### src/rtl/gray_pkg.sv
package gray_pkg;
  localparam int CH_W  = 8;
  localparam int ACC_W = 2 * CH_W;
  localparam int WT_R  = 77;
  localparam int WT_G  = 150;
  localparam int WT_B  = 29;
  localparam int ROUND = 1 << (CH_W - 1);

  typedef struct packed {
    logic user;
    logic last;
    logic id;
    logic dest;
  } side_t;
endpackage

### src/rtl/gray_luma.sv
module gray_luma
  import gray_pkg::*;
(
  input  logic              clk,
  input  logic              rst_n,
  input  logic              en,
  input  logic [3*CH_W-1:0] bgr,
  output logic [CH_W-1:0]   gray
);
  logic [ACC_W-1:0] acc_d, acc_q;
  logic [CH_W-1:0]  gray_q;

  always_comb begin
    acc_d = ACC_W'(WT_B) * ACC_W'(bgr[CH_W-1:0])
          + ACC_W'(WT_G) * ACC_W'(bgr[2*CH_W-1:CH_W])
          + ACC_W'(WT_R) * ACC_W'(bgr[3*CH_W-1:2*CH_W])
          + ACC_W'(ROUND);
  end

  always_ff @(posedge clk or negedge rst_n) begin
    if (!rst_n) begin
      acc_q  <= '0;
      gray_q <= '0;
    end else if (en) begin
      acc_q  <= acc_d;
      gray_q <= acc_q[ACC_W-1 -: CH_W];
    end
  end

  assign gray = gray_q;
endmodule

### src/rtl/gray_framer.sv
module gray_framer #(
  parameter int DIM_W = 11
) (
  input  logic             clk,
  input  logic             rst_n,
  input  logic [DIM_W-1:0] rows,
  input  logic [DIM_W-1:0] cols,
  input  logic             fire,
  input  logic             in_user,
  input  logic             in_last,
  output logic             keep,
  output logic             sof,
  output logic             eol,
  output logic             frame_err
);
  logic [DIM_W-1:0] col_q, row_q, pos_col, pos_row;
  logic             open_q, err_q, end_frame;

  always_comb begin
    keep      = in_user | open_q;
    pos_col   = in_user ? '0 : col_q;
    pos_row   = in_user ? '0 : row_q;
    eol       = (pos_col == cols - DIM_W'(1));
    sof       = (pos_col == '0) && (pos_row == '0);
    end_frame = eol && (pos_row == rows - DIM_W'(1));
  end

  always_ff @(posedge clk or negedge rst_n) begin
    if (!rst_n) begin
      col_q  <= '0;
      row_q  <= '0;
      open_q <= 1'b0;
      err_q  <= 1'b0;
    end else if (fire && keep) begin
      if (in_last != eol) err_q <= 1'b1;
      if (eol) begin
        col_q  <= '0;
        row_q  <= end_frame ? '0 : pos_row + DIM_W'(1);
        open_q <= !end_frame;
      end else begin
        col_q  <= pos_col + DIM_W'(1);
        row_q  <= pos_row;
        open_q <= 1'b1;
      end
    end
  end

  assign frame_err = err_q;
endmodule

### src/rtl/gray_stream_conv.sv
module gray_stream_conv
  import gray_pkg::*;
#(
  parameter int DIM_W  = 11,
  parameter int DATA_W = 32
) (
  input  logic              clk,
  input  logic              rst_n,
  input  logic [DIM_W-1:0]  rows,
  input  logic [DIM_W-1:0]  cols,
  input  logic              s_tvalid,
  output logic              s_tready,
  input  logic [DATA_W-1:0] s_tdata,
  input  logic              s_tuser,
  input  logic              s_tlast,
  input  logic              s_tid,
  input  logic              s_tdest,
  output logic              m_tvalid,
  input  logic              m_tready,
  output logic [DATA_W-1:0] m_tdata,
  output logic              m_tuser,
  output logic              m_tlast,
  output logic              m_tid,
  output logic              m_tdest,
  output logic              frame_err
);
  localparam int PIX_W = 3 * CH_W;
  localparam int PAD_W = DATA_W - PIX_W;

  logic       advance, fire, keep, sof, eol;
  logic       st1_v, st2_v;
  side_t      st1_side, st2_side;
  logic [CH_W-1:0] gray;

  assign advance  = !st2_v || m_tready;
  assign s_tready = advance;
  assign fire     = s_tvalid && advance;

  gray_framer #(.DIM_W(DIM_W)) i_framer (
    .clk(clk), .rst_n(rst_n), .rows(rows), .cols(cols),
    .fire(fire), .in_user(s_tuser), .in_last(s_tlast),
    .keep(keep), .sof(sof), .eol(eol), .frame_err(frame_err)
  );

  gray_luma i_luma (
    .clk(clk), .rst_n(rst_n), .en(advance),
    .bgr(s_tdata[PIX_W-1:0]), .gray(gray)
  );

  always_ff @(posedge clk or negedge rst_n) begin
    if (!rst_n) begin
      st1_v    <= 1'b0;
      st2_v    <= 1'b0;
      st1_side <= '0;
      st2_side <= '0;
    end else if (advance) begin
      st1_v    <= fire && keep;
      st1_side <= '{user: sof, last: eol, id: s_tid, dest: s_tdest};
      st2_v    <= st1_v;
      st2_side <= st1_side;
    end
  end

  always_comb begin
    m_tdata = '0;
    for (int c = 0; c < 3; c++) m_tdata[c*CH_W +: CH_W] = gray;
    m_tdata[DATA_W-1 -: PAD_W] = '0;
  end

  assign m_tvalid = st2_v;
  assign m_tuser  = st2_side.user;
  assign m_tlast  = st2_side.last;
  assign m_tid    = st2_side.id;
  assign m_tdest  = st2_side.dest;
endmodule

### config.mk
export PLATFORM = sky130hd
export DESIGN_NAME = gray_stream_conv
export DESIGN_NICKNAME = d
export VERILOG_FILES = /design/src/rtl/gray_pkg.sv /design/src/rtl/gray_luma.sv /design/src/rtl/gray_framer.sv /design/src/rtl/gray_stream_conv.sv
export SDC_FILE = /design/constraint.sdc
export NUM_CORES = 1
export LEC_CHECK = 0
export BUFFER_PORTS_ARGS = -buffer_cell sky130_fd_sc_hd__buf_2
export CAP_MARGIN = 20
export CORE_ASPECT_RATIO = 1.5
export CORE_MARGIN = 1.5
export CORE_UTILIZATION = 50
export DETAILED_ROUTE_END_ITERATION = 12
export GPL_TIMING_DRIVEN = 0
export HOLD_SLACK_MARGIN = 0.1
export PLACE_DENSITY_LB_ADDON = 0.1
export SLEW_MARGIN = 40
export SYNTH_ARGS = -nofsm -noshare
export SYNTH_HDL_FRONTEND = slang
export SYNTH_SLANG_ARGS = --single-unit
### constraint.sdc
create_clock -name clk -period 3 [get_ports clk]
set_clock_uncertainty 0.15 [all_clocks]
set_input_delay 0.15 -clock clk [delete_from_list [all_inputs] [get_ports clk]]
set_output_delay 0.15 -clock clk [all_outputs]
set_load 0.01 [all_outputs]
==> results of run 1 <==
power by group through the flow:
| stage | clock [W] | combinational, W | sequential [W] |
|---|---|---|---|
| 2_1_floorplan | 0 | 0.00606 | 0.00105 |
| 3_3_place_gp | 0 | 0.00733 | 0.00105 |
| 3_5_place_dp | 0 | 0.00763 | 0.00106 |
| 4_1_cts | 0.000617 | 0.00892 | 0.00105 |
| 5_1_grt | 0.000645 | 0.0103 | 0.00109 |
| 6_report | 0.000597 | 0.00924 | 0.00107 |
flip-flops by register name, summed over array words and instances, names as in the netlist:
signal              count
i_framer.row_q         11
m_tvalid                1
m_tid                   1
i_framer.open_q         1
m_tuser                 1
i_framer.col_q         11
st1_side                4
st1_v                   1
i_luma.acc_q            8
m_tdest                 1
i_luma.gray             8
m_tlast                 1
i_framer.frame_err      1
logic make-up after synthesis:
logic type	synth area share
AO/OA/AOI/OAI	0.121
XOR/XNOR	0.0515
adder cells (fa/ha/maj)	0.352
buffers and inverters	0.105
flip-flops	0.180
multiplexers	0.00431
other	0.000538
AND/OR/NAND/NOR	0.185
layout make-up:
cell class,instances,area share
timing repair buffer,105,0.0804
inverter,118,0.0523
tap,162,0.0240
sequential,50,0.148
multi-input combinational,592,0.643
buffer,47,0.0342
clock buffer,5,0.0148
clock inverter,3,0.00340
cells in the mapped netlist (13+ instances only):
cell        n  area share
clkbuf_1   13      0.0070
nor3_1     20       0.014
nand2_1    93       0.050
nand3_1    24       0.017
nor2b_1    20       0.018
xnor2_1    24       0.030
a21oi_1    30       0.022
ha_1      105        0.19
xor2_1     14       0.018
buf_4      26       0.028
nor2_1     37       0.020
inv_1     116       0.062
fa_1       57        0.16
o21ai_0    26       0.019
dfrtp_1    50        0.18
metal layers:
| layer | part of all wire | wire length [um] |
|---|---|---|
| met3 | 0.032 | 543 |
| met2 | 0.57 | 9750 |
| met4 | 0.038 | 644 |
| met5 | 0 | 0 |
| met1 | 0.36 | 6160 |
worst max path at each step:
stage                startpoint  cells after the start               end
floorplan           s_tdata[12]                     24  i_luma.acc_q[15]
global placement    s_tdata[11]                     29  i_luma.acc_q[15]
detailed placement  s_tdata[11]                     29  i_luma.acc_q[15]
CTS                 s_tdata[11]                     29  i_luma.acc_q[13]
global route        s_tdata[11]                     29  i_luma.acc_q[13]
finish              s_tdata[11]                     27  i_luma.acc_q[15]
what timing repair did:
| action | in CTS | in global routing |
|---|---|---|
| hold endpoints to repair | 53 | 0 |
| hold buffers | 4 | 0 |
| gates resized for setup | 26 | 28 |
| gates cloned | 0 | 0 |
| endpoints found under the setup margin | 18 | 31 |
| pin swaps | 30 | 26 |
| buffers inserted | 10 | 8 |
stage by stage:
stage          setup slack, ps  TNS, ps  cell area (sq um)
4_1_cts                  -3050   -22260               8290
2_1_floorplan            -3090   -21730               7250
3_3_place_gp             -3610   -27650               7870
3_5_place_dp             -3710   -29660               7870
6_report                 -3030   -22670               8460
5_1_grt                  -3240   -24100               8460
==> flow_metrics.tcl, run 1 <==
set metrics [dict create \
    peakVddDrop_uv 1040 \
    path_buf_inv 5 \
    internal_power_w 0.00590 \
    n_antenna_cell 0 \
    grt_use_met2 0.480 \
    min_period_over_period 2.01 \
    maxCapViolations 0 \
    async_flop_share 1.00 \
    p_per_area_nw_per_um2 1290 \
    grt_overflow 0 \
    pwr-share-seq 0.098 \
    crit_arrival_ps 6050 \
    status "finished, violations left" \
    drive_gt1_frac 0.225 \
    start_kind "input port" \
    fmax_mhz 166 \
    regArea_sq_um 1250 \
    setup_viol 8 \
    multi_input_area_sq_um 5440 \
    layout_commonest_cell "inv_1" \
    cellLeakagePower_nw 4.14 \
    via_per_inst 5.55 \
    yosysSeqAreaShare 0.180 \
    ctsRootBufferMaster "clkbuf_16" \
    use_met3 0.0232 \
    whs_ps 258 \
    crit_fanout 4 \
    die-area_sq_um 14700 \
    p_sw_w 0.00500 \
    ant_nets 0 \
    io-pin-count 101 \
    finalMaxSlewViolations 0 \
    crit_slowest_cell "fa_1" \
    gp_congestion 0.956 \
    post-route-util 0.625 \
    hpwl_mm 13.7 \
    clock_path_buffers 2 \
    rsz0062_at_grt "true" \
    clkPwrFrac 0.055 \
    min-delay-path-class "in2async" \
    fin_crit_ps 6030 \
    grtUsageMet1 0.241 \
    dp.cells 1053 \
    ys_ff_latch 50 \
    wl_per_cell_um 15.8 \
    crit_type "in2reg" \
    drt-initial-drc-count 297 \
    crit_family "adder cells" \
    reg2reg_from "i_framer.col_q[4]" \
    vias 6006 \
    yosysUniqueCellTypes 67 \
    hold_viol 0 \
    layout.nets 1143 \
    dieWidth_um 99.4 \
    final_cell_mix "108 x inv_1, 92 x nand2_1, 83 x buf_2, 83 x ha_1, 56 x fa_1" \
    tightestPinTransition_ps 674 \
    syn_to_final_growth_pct 21.4 \
    cp_data_required_time_ps 3020 \
    row_count 52 \
    cp_slowest_stage_delay_ps 560 \
    reg2reg_slack_ps 230 \
    clock_sinks 50 \
    setup_slack_ps -3030 \
    cts_buffers 5 \
    avgSynthCellArea_sq_um 8.70 \
    maxSlewHeadroom 0.547 \
    swShare 0.458 \
    grt_max_degree 51 \
    cts_tree "yes" \
    endpoint_kind "flop" \
    grt_pass1_wl_mm 28.3 \
    violations "negative setup slack" \
    syn_inst 801 \
    clk_pin_slew_ps 70 \
    grt_antenna_before_repair 0 \
    ys.flop_type "dfrtp_1" \
    initial_core_util 0.515 \
    clkLatencyLatePin_ps 300 \
    grt_usage 0.238 \
    grt_pass1_vias 6231 \
    core_area_sq_um 13500 \
    firstDrtPassIters 4 \
    synthesis.area_sq_um 6970 \
    combPwrFrac 0.847 \
    stdcell_count 1082 \
    power_w 0.0109 \
    rr_endpoint "i_framer.col_q[6]" \
    numPortBuffers 83 \
    synth-edff-count 0 \
    die_y_um 148 \
    finalWirelength_mm 17.1 \
    rr_worst_depth 10 \
    fillerInstances 1151 \
    drc 0 \
    yosys_warnings 0 \
    cts.htree.levels 2 \
    grt-busiest-layer "met2" \
]
Power figures use the tool's default switching activity.
==> run 2: changes to the inputs <==
--- a/config.mk
+++ b/config.mk
@@ -13,6 +13,7 @@
 export DETAILED_ROUTE_END_ITERATION = 12
 export GPL_TIMING_DRIVEN = 0
 export HOLD_SLACK_MARGIN = 0.1
+export MAX_ROUTING_LAYER = met4
 export PLACE_DENSITY_LB_ADDON = 0.1
 export SLEW_MARGIN = 40
 export SYNTH_ARGS = -nofsm -noshare
==> run 2 against run 1 <==
- the run still ends with negative setup slack left
- worst hold slack gained 11 ps
- utilization shrank 0.55 points
- combinational power grew 1%
- total power grew 2.2%
- global-route usage grew 0.90 points
- routed wire length shrank 0.82%
- critical path depth grew 2
- sequential share of layout area grew 0.13 points
- flip-flop and latch count is the same
- maximum frequency shrank 0.17%
- non-clock buffer count shrank 5
- register-to-register slack lost 60 ps
- critical path type unchanged
- critical endpoint is now i_luma.acc_q[13]
- highest routed layer unchanged
==> flow_metrics.tcl, run 2 (same netlist as run 1, synthesis figures left out) <==
set metrics [dict create \
    drt-initial-drc-count 172 \
    tightestPinTransition_ps 717 \
    drive_gt1_frac 0.213 \
    min-delay-path-class "in2reg" \
    gp_congestion 0.920 \
    grt_usage 0.247 \
    setup_viol 8 \
    rsz0062_at_grt "true" \
    io-pin-count 101 \
    clock_path_buffers 2 \
    n_antenna_cell 0 \
    crit_slowest_cell "fa_1" \
    dieWidth_um 99.4 \
    hp-start "s_tvalid" \
    cts_tree "yes" \
    setup_slack_ps -3040 \
    drc 0 \
    core_area_sq_um 13500 \
    reg2reg_from "i_framer.col_q[4]" \
    hpwl_mm 13.9 \
    row_count 52 \
    fmax_mhz 166 \
    endpoint_kind "flop" \
    power_w 0.0111 \
    die-area_sq_um 14700 \
    post-route-util 0.620 \
    start_kind "input port" \
    numPortBuffers 83 \
    syn_to_final_growth_pct 20.3 \
    hold_viol 0 \
    layout.nets 1138 \
    finalWirelength_mm 17.0 \
    crit_path_start "s_tdata[11]" \
    final_cell_mix "111 x inv_1, 92 x nand2_1, 85 x ha_1, 83 x buf_2, 56 x fa_1" \
    cellLeakagePower_nw 4.13 \
    vias 5977 \
    crit_arrival_ps 6050 \
    cts_buffers 5 \
    crit_type "in2reg" \
    status "finished, violations left" \
    p_per_area_nw_per_um2 1330 \
    maxCapViolations 0 \
    via_per_inst 5.55 \
    crit_top_cell "ha_4" \
    largestRegisters "i_framer.col_q (11), i_framer.row_q (11)" \
    finalMaxSlewViolations 0 \
    ctsRootBufferMaster "clkbuf_16" \
    clkLatencyLatePin_ps 290 \
    crit_fanout 3 \
    grt_max_degree 51 \
    initial_core_util 0.515 \
    maxSlewHeadroom 0.518 \
    peakVddDrop_uv 1150 \
    ant_nets 0 \
    wl_per_cell_um 15.7 \
    grt_pass1_wl_mm 28.8 \
    violations "negative setup slack" \
    fillerInstances 1193 \
    die_y_um 148 \
    clk_pin_slew_ps 70 \
    cts.htree.levels 2 \
    grt_overflow 0 \
    dpl_worst_slack_ps -3770 \
    fin_crit_ps 6040 \
    cp_data_required_time_ps 3010 \
    layout_commonest_cell "inv_1" \
    grt_pass1_vias 6237 \
    grt_antenna_before_repair 0 \
    cp_slowest_stage_delay_ps 530 \
    min_period_over_period 2.01 \
    firstDrtPassIters 5 \
    clock_sinks 50 \
]
==> run 2: what timing repair did <==
action / in CTS / in global routing
hold buffers: 4 / 0
setup endpoints to repair: 13 / 30
setup buffers: 10 / 3
pin swaps: 34 / 15
endpoints found under the hold margin: 53 / 0
cloned: 0 / 0
resized for setup: 25 / 9
==> run 2: area by class of cell <==
class                   instances  area [sq um]  share of cell area
multi-input cells             592          5400               0.643
flip-flops and latches         50          1250               0.149
repair buffers                100           611              0.0728
inverters                     118           443              0.0528
plain buffers                  47           289              0.0345
well taps                     162           203              0.0242
clock buffers                   5           125              0.0149
clock inverters                 3          68.8             0.00820
==> run 2: worst paths after layout <==
check / to / slack [ps] / depth (start not counted)
worst max-delay path: i_luma.acc_q[13] / -3040 / 29
worst min-delay path: i_framer.col_q[1] / 270 / 5
worst max register to register: i_framer.col_q[9] / 170 / 10
worst min register to register: i_luma.gray[6] / 320 / 2
max in group asynchronous: m_tlast / 1990 / 2
min in group asynchronous: i_framer.row_q[4] / 280 / 2
==> run 2: routing by layer <==
metal / GRT usage / vias to the layer above / routed length (um) / part of all wire
li1: - / 2895 / - / -
met4: 0.106 / 0 / 693 / 0.041
met3: 0.0189 / 47 / 468 / 0.028
met1: 0.265 / 2876 / 6360 / 0.38
met2: 0.463 / 159 / 9440 / 0.56
met5: - / - / 0 / 0
==> run 2: worst max-delay path, delay by kind of cell <==
| family | cells | cell delay [ps] |
|---|---|---|
| adder cells (fa/ha/maj) | 11 | 3730 |
| buffers and inverters | 6 | 380 |
| AO/OA/AOI/OAI | 8 | 1300 |
| XOR/XNOR | 2 | 280 |
| AND/OR/NAND/NOR | 2 | 210 |
==> run 2: stage by stage <==
step                      instance area, sq um  setup TNS (ps)  instances  hold slack [ps]
final                                     8390          -22730       1077              269
after global routing                      8390          -24120       1077              295
after CTS                                 8330          -22540       1075              248
after detailed placement                  7870          -29400       1053             70.0
after global placement                    7870          -29000       1053              207
after floorplan                           7250          -21730        808             -296
==> run 2: power by group <==
group / total, W / leakage, nW / switching [W] / internal (W)
sequential: 0.00107 / 0.621 / 0.000162 / 0.000905
clock: 0.000736 / 0.0940 / 0.000257 / 0.000479
combinational: 0.00934 / 3.41 / 0.00460 / 0.00474
==> run 3: changes to the inputs <==
--- a/config.mk
+++ b/config.mk
@@ -5,6 +5,7 @@
 export SDC_FILE = /design/constraint.sdc
 export NUM_CORES = 1
 export LEC_CHECK = 0
+export ABC_AREA = 1
 export BUFFER_PORTS_ARGS = -buffer_cell sky130_fd_sc_hd__buf_2
 export CAP_MARGIN = 20
 export CORE_ASPECT_RATIO = 1.5
@@ -13,7 +14,6 @@
 export DETAILED_ROUTE_END_ITERATION = 12
 export GPL_TIMING_DRIVEN = 0
 export HOLD_SLACK_MARGIN = 0.1
-export MAX_ROUTING_LAYER = met4
 export PLACE_DENSITY_LB_ADDON = 0.1
 export SLEW_MARGIN = 40
 export SYNTH_ARGS = -nofsm -noshare
==> constraint.sdc (replaced) <==
create_clock -name clk -period 7.2 [get_ports clk]
set_clock_uncertainty 0.15 [all_clocks]
set_input_delay 0.36 -clock clk [delete_from_list [all_inputs] [get_ports clk]]
set_output_delay 0.36 -clock clk [all_outputs]
set_load 0.01 [all_outputs]
==> run 3 against run 2 <==
- die area is 7.0% higher
- largest power group unchanged
- combinational power is 65% lower
- the flow now finishes without violations
- non-clock buffer count is 29 lower
- cell area is 0.70% lower
- clock-buffer cell count is 1 higher
- synthesized cell count is 30% higher
- flip-flop and latch count stayed put
- via count is 9.9% higher
==> flow_metrics.tcl, run 3 <==
set metrics [dict create \
    endpoint_kind "flop" \
    wl_per_cell_um 12.8 \
    firstDrtPassIters 5 \
    yosys_warnings 0 \
    ys.flop_type "dfrtp_1" \
    vias 6567 \
    grt_overflow 0 \
    synth-edff-count 0 \
    cp_slowest_stage_delay_ps 530 \
    post-route-util 0.571 \
    row_count 54 \
    initial_core_util 0.512 \
    cts_tree "yes" \
    grt_antenna_before_repair 0 \
    clock_path_buffers 2 \
    core_area_sq_um 14600 \
    crit_family "adder cells" \
    n_antenna_cell 0 \
    peakVddDrop_uv 985 \
    fmax_mhz 158 \
    p_per_area_nw_per_um2 471 \
    start_kind "input port" \
    cellLeakagePower_nw 4.84 \
    fin_crit_ps 6320 \
    crit_fanout 5 \
    setup_slack_ps 883 \
    setup_viol 0 \
    finalWirelength_mm 17.2 \
    layout.nets 1365 \
    drt-initial-drc-count 252 \
    yosysMostFrequentCell "nand2_1" \
    syn_inst 1043 \
    numPortBuffers 83 \
    io-pin-count 101 \
    maxSlewHeadroom 0.555 \
    drive_gt1_frac 0.137 \
    ys_ff_latch 50 \
    gp_congestion 0.892 \
    synthTopCellsByCount "300 x nand2_1, 199 x inv_1, 105 x ha_1, 72 x nor2_1, 66 x nand3_1" \
    grt_max_degree 51 \
    postLayoutCellArea_sq_um 8330 \
    grt_usage 0.234 \
    ctsRootBufferMaster "clkbuf_16" \
    yosysSeqAreaShare 0.167 \
    largestRegisters "i_framer.col_q (11), i_framer.row_q (11)" \
    async_flop_share 1.00 \
    layout_commonest_cell "nand2_1" \
    whs_ps 115 \
    crit_type "in2reg" \
    drc 0 \
    maxCapViolations 0 \
    rsz0062_at_grt "false" \
    synth_largest_area_cell "ha_1" \
    syn_to_final_growth_pct 11.5 \
    min_period_over_period 0.877 \
    cts.repair.resized 0 \
    tightestPinTransition_ps 668 \
    die-area_sq_um 15700 \
    clock_sinks 50 \
    hold_viol 0 \
    clk_pin_slew_ps 70 \
    die_y_um 153 \
    crit_arrival_ps 6350 \
    final_cell_mix "300 x nand2_1, 199 x inv_1, 105 x ha_1, 82 x buf_2, 72 x nor2_1" \
    synthesis.area_sq_um 7470 \
    ant_nets 0 \
    path_buf_inv 5 \
    min-delay-path-class "in2reg" \
    crit_top_cell "ha_1" \
    fillerInstances 1476 \
    finalMaxSlewViolations 0 \
    synth_area_leaders "ha_1 18%, dfrtp_1 17%, fa_1 15%" \
    tns_ps 0 \
    cts_buffers 5 \
    status "finished clean" \
    dieWidth_um 103 \
    via_per_inst 4.91 \
    dpl_worst_slack_ps 553 \
    grt_pass1_wl_mm 29.3 \
    synth_top_area_share 0.176 \
    clkLatencyLatePin_ps 290 \
    crit_slowest_cell "fa_1" \
    yosysUniqueCellTypes 42 \
    placed_cell_area_sq_um 8160 \
    grt_pass1_vias 6551 \
    cp_data_required_time_ps 7230 \
    cts.htree.levels 2 \
    hpwl_mm 14.8 \
    avgSynthCellArea_sq_um 7.17 \
]
[run 3: layout make-up]
cell class / instances / area (sq um) / area share
Inverter: 208 / 786 / 0.0943
Clock buffer: 6 / 139 / 0.0167
Tap cell: 196 / 245 / 0.0294
Timing Repair Buffer: 84 / 428 / 0.0514
Sequential cell: 50 / 1250 / 0.150
Multi-Input combinational cell: 758 / 5210 / 0.626
Buffer: 34 / 249 / 0.0299
Clock inverter: 2 / 17.5 / 0.00210
[run 3: power breakdown]
group	leakage (nW)	internal (W)	switching, W
Sequential	0.638	0.000379	0.0000523
Clock	0.0770	0.000140	0.000104
Combinational	4.13	0.00137	0.00188
[run 3: timing repair]
item / in CTS / in global routing
hold endpoints to repair: 50 / 0
setup buffers: 0 / 0
hold buffers: 1 / 0
[run 3: metal layers]
metal / wire length (um) / global-route usage
met5: 0 / 0
met3: 351 / 0.0133
met4: 463 / 0.0792
met2: 9550 / 0.461
met1: 6790 / 0.256
[run 3: worst paths after layout]
check / cells past startpoint / startpoint / to / slack [ps]
max in group asynchronous: 2 / rst_n / i_luma.acc_q[13] / 5950
worst min register to register: 2 / st1_v / m_tvalid / 310
worst max-delay path: 26 / s_tdata[12] / i_luma.acc_q[12] / 880
worst max register to register: 8 / m_tvalid / i_framer.col_q[6] / 4640
min in group asynchronous: 2 / rst_n / i_framer.col_q[3] / 490
worst min-delay path: 3 / s_tdest / st1_side[0] / 110
[run 3: worst register-to-register path, cell delays in order, from the launching register on]
cell and delay, ps:
dfrtp_1 340, inv_1 50, nor2_2 350, clkinv_1 430
nand2_1 430, inv_1 140, clkbuf_1 270, o211ai_1 170
o22ai_1 100
[run 3: cells by family after synthesis]
family / after synthesis / synth area share
simple gates: 501 / 0.289
buf+inv: 242 / 0.138
fa+ha+maj: 162 / 0.328
compound gates: 60 / 0.0447
flops: 50 / 0.167
xor+xnor: 27 / 0.0316
other cells: 1 / 0.000502
[run 3: per-stage QoR]
stage | power (W) | std cells
final | 0.00392 | 1338
after global routing | 0.00452 | 1338
after floorplan | 0.00299 | 1050
after CTS | 0.00399 | 1338
after global placement | 0.00368 | 1329
after detailed placement | 0.00370 | 1329
